## config.mk

```make
export PLATFORM = sky130hd
export DESIGN_NAME = acc_arith_unit
export DESIGN_NICKNAME = d
export VERILOG_FILES = /design/src/rtl/acc_arith_pkg.sv /design/src/rtl/acc_operand_sel.sv /design/src/rtl/acc_addsub.sv /design/src/rtl/acc_flag_gen.sv /design/src/rtl/acc_arith_unit.sv
export SDC_FILE = /design/constraint.sdc
export NUM_CORES = 1
export LEC_CHECK = 0
export ABC_AREA = 1
export BUFFER_PORTS_ARGS = -buffer_cell sky130_fd_sc_hd__clkbuf_2
export CAP_MARGIN = 20
export CORE_MARGIN = 10
export CORE_UTILIZATION = 55
export DETAILED_ROUTE_END_ITERATION = 12
export GPL_ROUTABILITY_DRIVEN = 0
export PLACE_DENSITY = 0.81
export SLEW_MARGIN = 20
export SYNTH_ARGS = -nofsm -noshare
export SYNTH_HDL_FRONTEND = slang
export SYNTH_SLANG_ARGS = --single-unit
```

## constraint.sdc

```tcl
create_clock -name clk -period 13.75 [get_ports clk]
set_input_delay 3.4375 -clock clk [delete_from_list [all_inputs] [get_ports clk]]
set_output_delay 3.4375 -clock clk [all_outputs]
set_load 0.02 [all_outputs]
```

## src/rtl/acc_arith_pkg.sv

```systemverilog
`timescale 1ns/1ps
package acc_arith_pkg;

   localparam int OP_W = 5;

   typedef enum logic [OP_W-1:0] {
      OP_ADD_ACC, OP_ADD_WIDE, OP_ADD_HALF, OP_ADD_PROD, OP_ADD_LOWU,
      OP_ADD_IMM, OP_ADD_SIMM, OP_INC_MID, OP_INC,
      OP_SUB_ACC, OP_SUB_WIDE, OP_SUB_HALF, OP_SUB_PROD, OP_DEC_MID, OP_DEC,
      OP_CMP_ACC, OP_CMP_HALF, OP_CMP_IMM, OP_CMP_SIMM,
      OP_NEG, OP_ABS, OP_CLR, OP_CLR_RND, OP_MOV_ACC, OP_MOV_WIDE, OP_TST
   } acc_op_e;

   typedef struct packed {
      logic valid;     // defined operation: flags update
      logic write;     // destination accumulator is written
      logic sub;       // adder subtracts b
      logic arith;     // carry and overflow are meaningful
      logic mask_low;  // clear the bottom word after the adder
   } acc_ctl_t;

   function automatic logic op_is_cmp(logic [OP_W-1:0] op);
      return op inside {OP_CMP_ACC, OP_CMP_HALF, OP_CMP_IMM, OP_CMP_SIMM};
   endfunction

   function automatic logic op_is_plain(logic [OP_W-1:0] op);
      return op inside {OP_NEG, OP_ABS, OP_CLR, OP_CLR_RND, OP_MOV_ACC,
                        OP_MOV_WIDE, OP_TST};
   endfunction

endpackage

```

## src/rtl/acc_operand_sel.sv

```systemverilog
`timescale 1ns/1ps
module acc_operand_sel
   import acc_arith_pkg::*;
#(
   parameter int ACC_W   = 40,
   parameter int HALF_W  = 16,
   parameter int WIDE_W  = 32,
   parameter int SHORT_W = 8
) (
   input  logic [OP_W-1:0]   op_i,
   input  logic [ACC_W-1:0]  dst_val_i,
   input  logic [ACC_W-1:0]  oth_val_i,
   input  logic [WIDE_W-1:0] wide_i,
   input  logic [HALF_W-1:0] half_i,
   input  logic [ACC_W-1:0]  prod_i,
   input  logic [HALF_W-1:0] imm_i,
   output logic [ACC_W-1:0]  a_o,
   output logic [ACC_W-1:0]  b_o,
   output acc_ctl_t          ctl_o
);

   localparam int ALIGN = HALF_W;
   localparam int HPAD  = ACC_W - HALF_W - ALIGN;
   localparam int SPAD  = ACC_W - SHORT_W - ALIGN;
   localparam int WPAD  = ACC_W - WIDE_W;

   localparam logic [ACC_W-1:0] ONE     = {{(ACC_W-1){1'b0}}, 1'b1};
   localparam logic [ACC_W-1:0] MID_ONE = {{(ACC_W-ALIGN-1){1'b0}}, 1'b1, {ALIGN{1'b0}}};
   localparam logic [ACC_W-1:0] RND_ADD = {{(ACC_W-ALIGN+1){1'b0}}, {(ALIGN-1){1'b1}}};

   logic [ACC_W-1:0] half_al, imm_al, simm_al, wide_x, lowu_x;

   assign half_al = {{HPAD{half_i[HALF_W-1]}}, half_i, {ALIGN{1'b0}}};
   assign imm_al  = {{HPAD{imm_i[HALF_W-1]}}, imm_i, {ALIGN{1'b0}}};
   assign simm_al = {{SPAD{imm_i[SHORT_W-1]}}, imm_i[SHORT_W-1:0], {ALIGN{1'b0}}};
   assign wide_x  = {{WPAD{wide_i[WIDE_W-1]}}, wide_i};
   assign lowu_x  = {{(ACC_W-HALF_W){1'b0}}, half_i};

   always_comb begin
      a_o   = dst_val_i;
      b_o   = '0;
      ctl_o = '{valid: 1'b1, write: 1'b1, sub: 1'b0, arith: 1'b1, mask_low: 1'b0};
      case (op_i)
         OP_ADD_ACC:  b_o = oth_val_i;
         OP_ADD_WIDE: b_o = wide_x;
         OP_ADD_HALF: b_o = half_al;
         OP_ADD_PROD: b_o = prod_i;
         OP_ADD_LOWU: b_o = lowu_x;
         OP_ADD_IMM:  b_o = imm_al;
         OP_ADD_SIMM: b_o = simm_al;
         OP_INC_MID:  b_o = MID_ONE;
         OP_INC:      b_o = ONE;
         OP_SUB_ACC:  begin b_o = oth_val_i; ctl_o.sub = 1'b1; end
         OP_SUB_WIDE: begin b_o = wide_x;    ctl_o.sub = 1'b1; end
         OP_SUB_HALF: begin b_o = half_al;   ctl_o.sub = 1'b1; end
         OP_SUB_PROD: begin b_o = prod_i;    ctl_o.sub = 1'b1; end
         OP_DEC_MID:  begin b_o = MID_ONE;   ctl_o.sub = 1'b1; end
         OP_DEC:      begin b_o = ONE;       ctl_o.sub = 1'b1; end
         OP_CMP_ACC:  begin b_o = oth_val_i; ctl_o.sub = 1'b1; ctl_o.write = 1'b0; end
         OP_CMP_HALF: begin b_o = half_al;   ctl_o.sub = 1'b1; ctl_o.write = 1'b0; end
         OP_CMP_IMM:  begin b_o = imm_al;    ctl_o.sub = 1'b1; ctl_o.write = 1'b0; end
         OP_CMP_SIMM: begin b_o = simm_al;   ctl_o.sub = 1'b1; ctl_o.write = 1'b0; end
         OP_NEG: begin
            a_o = '0; b_o = dst_val_i; ctl_o.sub = 1'b1; ctl_o.arith = 1'b0;
         end
         OP_ABS: begin
            ctl_o.arith = 1'b0;
            if (dst_val_i[ACC_W-1]) begin
               a_o = '0; b_o = dst_val_i; ctl_o.sub = 1'b1;
            end
         end
         OP_CLR:      begin a_o = '0; ctl_o.arith = 1'b0; end
         OP_CLR_RND:  begin b_o = RND_ADD; ctl_o.mask_low = 1'b1; ctl_o.arith = 1'b0; end
         OP_MOV_ACC:  begin a_o = '0; b_o = oth_val_i; ctl_o.arith = 1'b0; end
         OP_MOV_WIDE: begin a_o = '0; b_o = wide_x;    ctl_o.arith = 1'b0; end
         OP_TST:      begin ctl_o.write = 1'b0; ctl_o.arith = 1'b0; end
         default:     begin ctl_o.valid = 1'b0; ctl_o.write = 1'b0; end
      endcase
   end

endmodule

```

## src/rtl/acc_addsub.sv

```systemverilog
`timescale 1ns/1ps
module acc_addsub #(
   parameter int W = 40
) (
   input  logic [W-1:0] a_i,
   input  logic [W-1:0] b_i,
   input  logic         sub_i,
   output logic [W-1:0] sum_o,
   output logic         carry_o,
   output logic         ovf_o
);

   logic [W-1:0] b_eff;
   logic [W:0]   full;

   assign b_eff   = sub_i ? ~b_i : b_i;
   assign full    = {1'b0, a_i} + {1'b0, b_eff} + {{W{1'b0}}, sub_i};
   assign sum_o   = full[W-1:0];
   // carry out doubles as "no borrow" when subtracting
   assign carry_o = full[W];
   assign ovf_o   = (a_i[W-1] == b_eff[W-1]) && (full[W-1] != a_i[W-1]);

endmodule

```

## src/rtl/acc_flag_gen.sv

```systemverilog
`timescale 1ns/1ps
module acc_flag_gen #(
   parameter int W        = 40,
   parameter int NARROW_W = 32
) (
   input  logic [W-1:0] val_i,
   output logic         zero_o,
   output logic         sign_o,
   output logic         above_o
);

   assign zero_o = ~|val_i;
   assign sign_o = val_i[W-1];

   generate
      if (NARROW_W < W) begin : g_above
         logic [W-NARROW_W:0] top;
         assign top     = val_i[W-1:NARROW_W-1];
         assign above_o = ~((&top) | (~|top));
      end else begin : g_no_above
         assign above_o = 1'b0;
      end
   endgenerate

endmodule

```

## src/rtl/acc_arith_unit.sv

```systemverilog
`timescale 1ns/1ps
module acc_arith_unit
   import acc_arith_pkg::*;
#(
   parameter int ACC_W    = 40,
   parameter int HALF_W   = 16,
   parameter int WIDE_W   = 32,
   parameter int SHORT_W  = 8,
   parameter int NARROW_W = 32
) (
   input  logic              clk,
   input  logic              rst_n,
   input  logic              wr_i,
   input  logic [4:0]        op_i,
   input  logic              dst_i,
   input  logic [WIDE_W-1:0] wide_i,
   input  logic [HALF_W-1:0] half_i,
   input  logic [ACC_W-1:0]  prod_i,
   input  logic [HALF_W-1:0] imm_i,
   output logic [ACC_W-1:0]  acc0_o,
   output logic [ACC_W-1:0]  acc1_o,
   output logic              carry_o,
   output logic              ovf_o,
   output logic              zero_o,
   output logic              sign_o,
   output logic              above_o
);

   localparam int NUM_ACC = 2;
   localparam logic [ACC_W-1:0] KEEP_HIGH = {{(ACC_W-HALF_W){1'b1}}, {HALF_W{1'b0}}};

   // elaboration-time parameter checks
   if (ACC_W <= 2*HALF_W)         begin : g_chk_acc  $error("ACC_W must exceed two words"); end
   if (WIDE_W >= ACC_W)           begin : g_chk_wide $error("WIDE_W must be below ACC_W"); end
   if (SHORT_W > HALF_W)          begin : g_chk_shrt $error("SHORT_W must not exceed HALF_W"); end
   if (NARROW_W > ACC_W || NARROW_W < 2) begin : g_chk_nar $error("NARROW_W out of range"); end
   if (OP_W != 5)                 begin : g_chk_op   $error("op_i width mismatch"); end

   logic [ACC_W-1:0] acc_w [NUM_ACC];
   logic [ACC_W-1:0] dst_val, oth_val, opa, opb, sum, res;
   logic             add_c, add_v, f_z, f_s, f_a;
   acc_ctl_t         ctl;

   assign dst_val = acc_w[dst_i];
   assign oth_val = acc_w[~dst_i];

   acc_operand_sel #(
      .ACC_W(ACC_W), .HALF_W(HALF_W), .WIDE_W(WIDE_W), .SHORT_W(SHORT_W)
   ) u_sel (
      .op_i(op_i), .dst_val_i(dst_val), .oth_val_i(oth_val),
      .wide_i(wide_i), .half_i(half_i), .prod_i(prod_i), .imm_i(imm_i),
      .a_o(opa), .b_o(opb), .ctl_o(ctl)
   );

   acc_addsub #(.W(ACC_W)) u_add (
      .a_i(opa), .b_i(opb), .sub_i(ctl.sub),
      .sum_o(sum), .carry_o(add_c), .ovf_o(add_v)
   );

   assign res = ctl.mask_low ? (sum & KEEP_HIGH) : sum;

   acc_flag_gen #(.W(ACC_W), .NARROW_W(NARROW_W)) u_flg (
      .val_i(res), .zero_o(f_z), .sign_o(f_s), .above_o(f_a)
   );

   generate
      for (genvar i = 0; i < NUM_ACC; i++) begin : g_acc
         logic [ACC_W-1:0] q;
         always_ff @(posedge clk) begin
            if (!rst_n)
               q <= '0;
            else if (wr_i && ctl.write && (dst_i == 1'(i)))
               q <= res;
         end
         assign acc_w[i] = q;
      end
   endgenerate

   always_ff @(posedge clk) begin
      if (!rst_n) begin
         carry_o <= 1'b0;
         ovf_o   <= 1'b0;
         zero_o  <= 1'b0;
         sign_o  <= 1'b0;
         above_o <= 1'b0;
      end else if (wr_i && ctl.valid) begin
         carry_o <= ctl.arith & add_c;
         ovf_o   <= ctl.arith & add_v;
         zero_o  <= f_z;
         sign_o  <= f_s;
         above_o <= f_a;
      end
   end

   assign acc0_o = acc_w[0];
   assign acc1_o = acc_w[1];

endmodule

```

* Yosys cells after proc, flatten, opt, wreduce, memory -nomap -nowiden
Index checks and enable logic that the tools add are counted.
W data, S select, Z words.
** Word-level totals
- Bits in registers :: 85
- Input port bits :: 113
- Word-level logic and storage cells :: 88
** Operators by class
- Add/sub/neg operators :: 2
- Order comparisons :: 2
- Eq/ne operators :: 27
- Muxes and demuxes :: 18
- Bitwise logic cells :: 8
- Reduce and logical (&&, ||, !) cells :: 24
** Operators by type and width (number)
- $pmux W40 S12 :: 1
- $mux W40 :: 8
- $pmux W40 S2 :: 1
- $eq A5 B5 Y1 const B :: 10
- $add A40 B40 Y41 :: 1
- $add A41 B1 Y41 :: 1
- $eq A5 B4 Y1 const B :: 8
- $not A40 Y40 :: 1
- $reduce_or A40 Y1 :: 1
- $mux W39 :: 1
- $reduce_or A26 Y1 :: 1
- $reduce_or A21 Y1 :: 1
- $eq A5 B3 Y1 const B :: 4
- $mux W16 :: 1
- $reduce_or A11 Y1 :: 1
- $eq A5 B2 Y1 const B :: 2
- $reduce_or A2 Y1 :: 5
- $reduce_and A9 Y1 :: 1
- $reduce_or A9 Y1 :: 1
- $reduce_or A4 Y1 :: 2
- $reduce_or A7 Y1 :: 1
- $reduce_or A3 Y1 :: 2
- $eq A5 B1 Y1 const B :: 1
- $logic_and A1 B1 Y1 :: 5
- other kinds (11) :: 20

* Depth between registers and ports, before layout
- Depth in word-level cells :: 14
- Gate-level depth with buffers :: 36

* Modules after synthesis
A second synthesis with hierarchy kept.
** Unflattened totals
- Cells, all modules :: 2011
- Area, all modules :: 10341.2 µm²
** Modules (own cells, without submodules)
- acc_arith_unit :: times used 1, cells each 746, area an instance 4337.9 µm², sequential area each 1701.6 µm²
- acc_addsub :: times used 1, cells each 612, area an instance 3250.6 µm², sequential area each 0.0 µm²
- acc_operand_sel :: times used 1, cells each 609, area an instance 2573.7 µm², sequential area each 0.0 µm²
- acc_flag_gen :: times used 1, cells each 44, area an instance 178.9 µm², sequential area each 0.0 µm²

* Least setup slack after synthesis
No wires, ideal clock.
- Kind :: input to register
- Start :: input port op_i[0]
- End :: register zero_o
- Arrival :: 7.060 ns
- Slack :: 6.620 ns
- Stages :: 32
- Buffers on the path :: 3
- Cells stage by stage :: buf_2 inv_1 nand2_1 nor2_1 nand2_1 clkbuf_1 clkbuf_1 o21ai_0 a221oi_1 o221ai_1 xor2_1 ha_1 nand2_1 nor2_1 nor2_1 o21ai_0 nand2_1 nand2_1 nand2_1 nand2_1 nand3_1 nor2_1 nand3_1 nor2_1 nand2_1 nor2_1 nand2_1 nor2_1 nand3_1 nor2_1 nand3_1 a21oi_1
** Between the ends
- Cells in the longest elaborated chain, start to end :: 10
- Elaborated cells on any way between the ends :: 50
** Ends and longest elaborated chain
- start: declaration :: line acc_arith_unit.sv:14 : input logic [4:0] op_i,
- $eq A5 B4 Y1, or another cell as far along :: line acc_operand_sel.sv:43 : case (op_i)
- $reduce_or A4 Y1 (no source line), or another cell as far along
- $pmux W40 S12 :: line acc_operand_sel.sv:43
- $not A40 Y40 :: line acc_addsub.sv:16 : assign b_eff = sub_i ? ~b_i : b_i;
- $mux W40 :: line acc_addsub.sv:16
- $add A40 B40 Y41 :: line acc_addsub.sv:17 : assign full = {1'b0, a_i} + {1'b0, b_eff} + {{W{1'b0}}, sub_i};
- $add A41 B1 Y41 :: line acc_addsub.sv:17
- $mux W16 :: line acc_arith_unit.sv:60 : assign res = ctl.mask_low ? (sum & KEEP_HIGH) : sum;
- $reduce_or A40 Y1 :: line acc_flag_gen.sv:12 : assign zero_o = ~|val_i;
- $logic_not A1 Y1 :: line acc_flag_gen.sv:12
- end signal: assignment :: line acc_arith_unit.sv:89 : zero_o <= f_z;
- end: declaration :: line acc_arith_unit.sv:24 : output logic zero_o,
Several ways; a longest one is shown, not always the timed one.
A chain may end at the register's enable or synchronous reset.

* Final worst setup path
- Start :: input port op_i[0]
- End :: register above_o
** Between the ends
- Cells in the longest elaborated chain, start to end :: 11
- Elaborated cells on any way between the ends :: 51
** Ends and longest elaborated chain
- $eq A5 B4 Y1, or another cell as far along :: line acc_operand_sel.sv:43
- $reduce_or A4 Y1 (no source line), or another cell as far along
- $pmux W40 S12 :: line acc_operand_sel.sv:43
- $not A40 Y40 :: line acc_addsub.sv:16
- $mux W40 :: line acc_addsub.sv:16
- $add A40 B40 Y41 :: line acc_addsub.sv:17
- $add A41 B1 Y41 :: line acc_addsub.sv:17
- $reduce_or A9 Y1 :: line acc_flag_gen.sv:19 : assign above_o = ~((&top) | (~|top));
- $logic_not A1 Y1 :: line acc_flag_gen.sv:19
- $or A1 B1 Y1 :: line acc_flag_gen.sv:19
- $not A1 Y1 :: line acc_flag_gen.sv:19
- end signal: assignment :: line acc_arith_unit.sv:85 : above_o <= 1'b0;
- end signal: assignment :: line acc_arith_unit.sv:91 : above_o <= f_a;
- end: declaration :: line acc_arith_unit.sv:26 : output logic above_o
Several ways; a longest one is shown, not always the timed one.

==> impl_metrics.csv <==
group,metric,value,unit
timing,fin_crit_sh,62.3,%
timing,setup-violations-final,0,
synth,synth_top_flop_cell,"dfxtp_1",
cells_and_area,finish.utilization,65.5,%
global_route,grt_max_degree,114,
timing,hold_viol,0,
clock_tree,clock_latency,0.34,ns
route,ant_nets,0,
synth,async_flop_share,0,%
synth,syn_inst,1553,
timing,finalSetupTns,0,ns
clock_tree,cts-buffers-inserted,9,
synth,synthXorXnorAreaFrac,5.03,%
synth,syn_area,0.00902,sq mm
floorplan,fp.dieH,148,microns
route,viasPerCell,6.22,
hold_path,min_to,"carry_o",
floorplan,num_rows,46,
floorplan,die-area,0.0219,sq mm
synth,synth.area.mux_share,0.777,%
place,place_ws,5.09,ns
setup_path,crit_path_max_fanout,23,
synth,yosys_warnings,0,
synth,ys_seq_elements,85,
floorplan,die_w,148,microns
timing,drv_slew,0,
place,place_hpwl,31200,microns
synth,synth_edf_count,0,
setup_path,crit_arrival,8.76,ns
clock_tree,cts_root_buf,"clkbuf_16",
synth,synthTopCellsByCount,"nand2_1, inv_1, nor2_1",
cells_and_area,area_growth,16.2,%
global_route,first_global_vias,11000,
floorplan,floorplan.initialDensity,56.4,%
hold_path,min-delay-path-class,"reg2reg",
global_route,grt.overflow.total,0,
floorplan,io_pins,198,
timing,tightest_slew,1.10,ns
timing,setup_slack,5.19,ns
power,switching_share,48.1,%
global_route,grt_pass1_wl,59300,microns
synth,synth_fa_ha_area_share,5.63,%
synth,synth_simple_gate_area_share,29.6,%
power,comb_power_share,53.1,%
timing,rsz0062_at_grt,"false",
global_route,grtUsageTotal,34.0,%
place,io_buffers,197,
power,power_density,116,mW/mm^2
power,seqPwrFrac,23.8,%
global_route,antenna_found_initial,0,
clock_tree,cts_hold_buf,0,
timing,fin_crit,8.56,ns
synth,synth-compound-area-share,27.6,%
clock_tree,cts_max_path_buffers,2,
route,vias,12000,
synth,ys_types,46,
setup_path,r2r-end,"above_o",
synth,synth_area_leaders,"dfxtp_1, nand2_1, o21ai_0",
synth,synth.most_common_cell,"nand2_1",
setup_path,worstSetupPathType,"in2reg",
cells_and_area,antennaDiodeCount,0,
route,firstDrtPassIters,9,
clock_tree,cts_resized,0,
setup_path,cp.required,13.95,ns
route,drc_errors,0,
setup_path,r2r.worst_path.cells,26,
timing,relSlewSlack,26.7,%
route,drt_iter0_drc,2169,
synth,synth_top_area_share,18.9,%
setup_path,crit_path_end_kind,"flip-flop",
route,wl,39600,microns
outcome,status,"finished clean",
timing,fin_skew,0.00735,ns
synth,ys_seq_area_share,18.9,%
synth,synth_top_family_by_area,"simple AND/OR/NAND/NOR gates",
power,p_int,629,uW
clock_tree,post-cts-setup-buffers,0,
hold_path,hp-start,"carry_o",
synth,syn_avg_cell_area,5.81,sq um
clock_tree,htree_num_levels,3,
floorplan,core_area,0.0160,sq mm
clock_tree,path_clk_slew,0.07,ns
clock_tree,cts_tree,"built",
cells_and_area,instances_no_fill,1925,
cells_and_area,final_nets,1857,
synth,syn_nets,1706,
place,placedCellCount,1909,
hold_path,hold_depth,2,
route,wire_per_inst,20.6,microns
power,switchingPower,583,uW
job,max_cap_violations,0,
power,pwr-share-clk,23.1,%
clock_tree,clock-sinks,85,
power,irDropWorstVdd,0.0000999,V
synth,synth_top_cell_by_area,"dfxtp_1",
power,p_leak,0.00544,uW
setup_path,r2r_slack,8.17,ns
timing,clock.fmax,0.117,GHz
setup_path,worstSetupStartpointType,"input port",
cells_and_area,drive_above_1_share,15.3,%
setup_path,worstReg2RegStart,"acc0_o[39]",
-- how the worst max path moves through the flow --
stage	start	endpoint	slack, ns	cells after the start
2_1_floorplan	op_i[0]	zero_o	6.62	32
3_3_place_gp	op_i[0]	zero_o	5.26	31
3_5_place_dp	op_i[0]	zero_o	5.09	30
4_1_cts	op_i[0]	zero_o	5.42	30
5_1_grt	op_i[0]	above_o	4.76	28
6_report	op_i[0]	above_o	5.19	28
-- layer usage --
metal / vias up / wire length (microns) / global-route usage [%]
met5: - / 0 / 0
met3: 198 / 6550 / 11.8
met1: 5278 / 14400 / 43.1
met4: 0 / 2680 / 19.8
li1: 5447 / - / -
met2: 1044 / 16000 / 48.8
-- cell type report --
| cell class | count | area [sq um] |
|---|---|---|
| tap | 216 | 270 |
| sequential | 85 | 1700 |
| clock buffer | 9 | 225 |
| multi-input combinational | 1169 | 6220 |
| inverter | 229 | 860 |
| timing repair buffer | 210 | 1090 |
| fill | 1564 | 5520 |
| clock inverter | 7 | 120 |
-- critical path, cell delays in order --
cell and delay [ns]:
clkbuf_2 0.19, nor2_2 0.07, inv_1 0.17, nor2_1 0.11, nand2_1 0.07, nand2_1 0.09, nor2_1 0.14, nand3_2 0.63
inv_2 0.78, xor2_1 0.33, inv_1 0.08, ha_1 0.20, a21oi_1 0.42, o21ai_0 0.19, a21oi_1 0.24, o21ai_0 0.23
a21oi_1 0.27, nand2_1 0.07, nand2_1 0.05, nand2_1 0.15, inv_1 0.16, nand2_1 0.07, nor2_1 0.15, nand2_1 0.07
nor2_1 0.12, nand3_1 0.08, nand3_1 0.10, a21oi_1 0.09
-- sequential cells by signal, indices dropped and copies added (netlist names) --
signal / cells
acc0_o: 40
acc1_o: 40
above_o: 1
carry_o: 1
ovf_o: 1
sign_o: 1
zero_o: 1
-- placed cells by master, fill, tap and decap left out, types with 8 or more instances in the layout --
master,n
inv_2,8
a221oi_1,23
o21ai_0,174
a2111oi_0,13
o21bai_1,9
ha_1,39
inv_1,220
clkbuf_16,9
nand4_1,11
buf_4,14
nand3_1,63
nand3b_1,8
o2111ai_1,8
o211ai_1,24
dfxtp_1,85
nor2_1,193
xor2_1,49
nor3_1,15
clkbuf_2,196
a21oi_1,145
nand2_1,322
-- kinds of logic (layout without fill, tap and decap cells) --
family,count (synthesis),after routing
compound gates,430,430
flops,85,85
fa+ha+maj,40,40
simple gates,641,641
mux,7,7
xor+xnor,51,51
buf+inv,299,455
-- power groups by stage --
stage / registers (uW) / clock network, uW / logic (uW)
after floorplan: 312 / 0 / 376
after global placement: 292 / 0 / 588
after detailed placement: 293 / 0 / 596
after CTS: 287 / 281 / 603
after global routing: 291 / 290 / 682
final: 289 / 280 / 643
-- through the flow --
step           hold WS, ns  instance area (sq um)  power, uW
6_report             0.472                  10500       1210
5_1_grt              0.502                  10500       1260
4_1_cts              0.475                  10500       1170
3_5_place_dp         0.466                  10100        889
3_3_place_gp         0.460                  10100        881
2_1_floorplan        0.541                   9020        688
No activity file was read; power rests on OpenSTA's default activity.
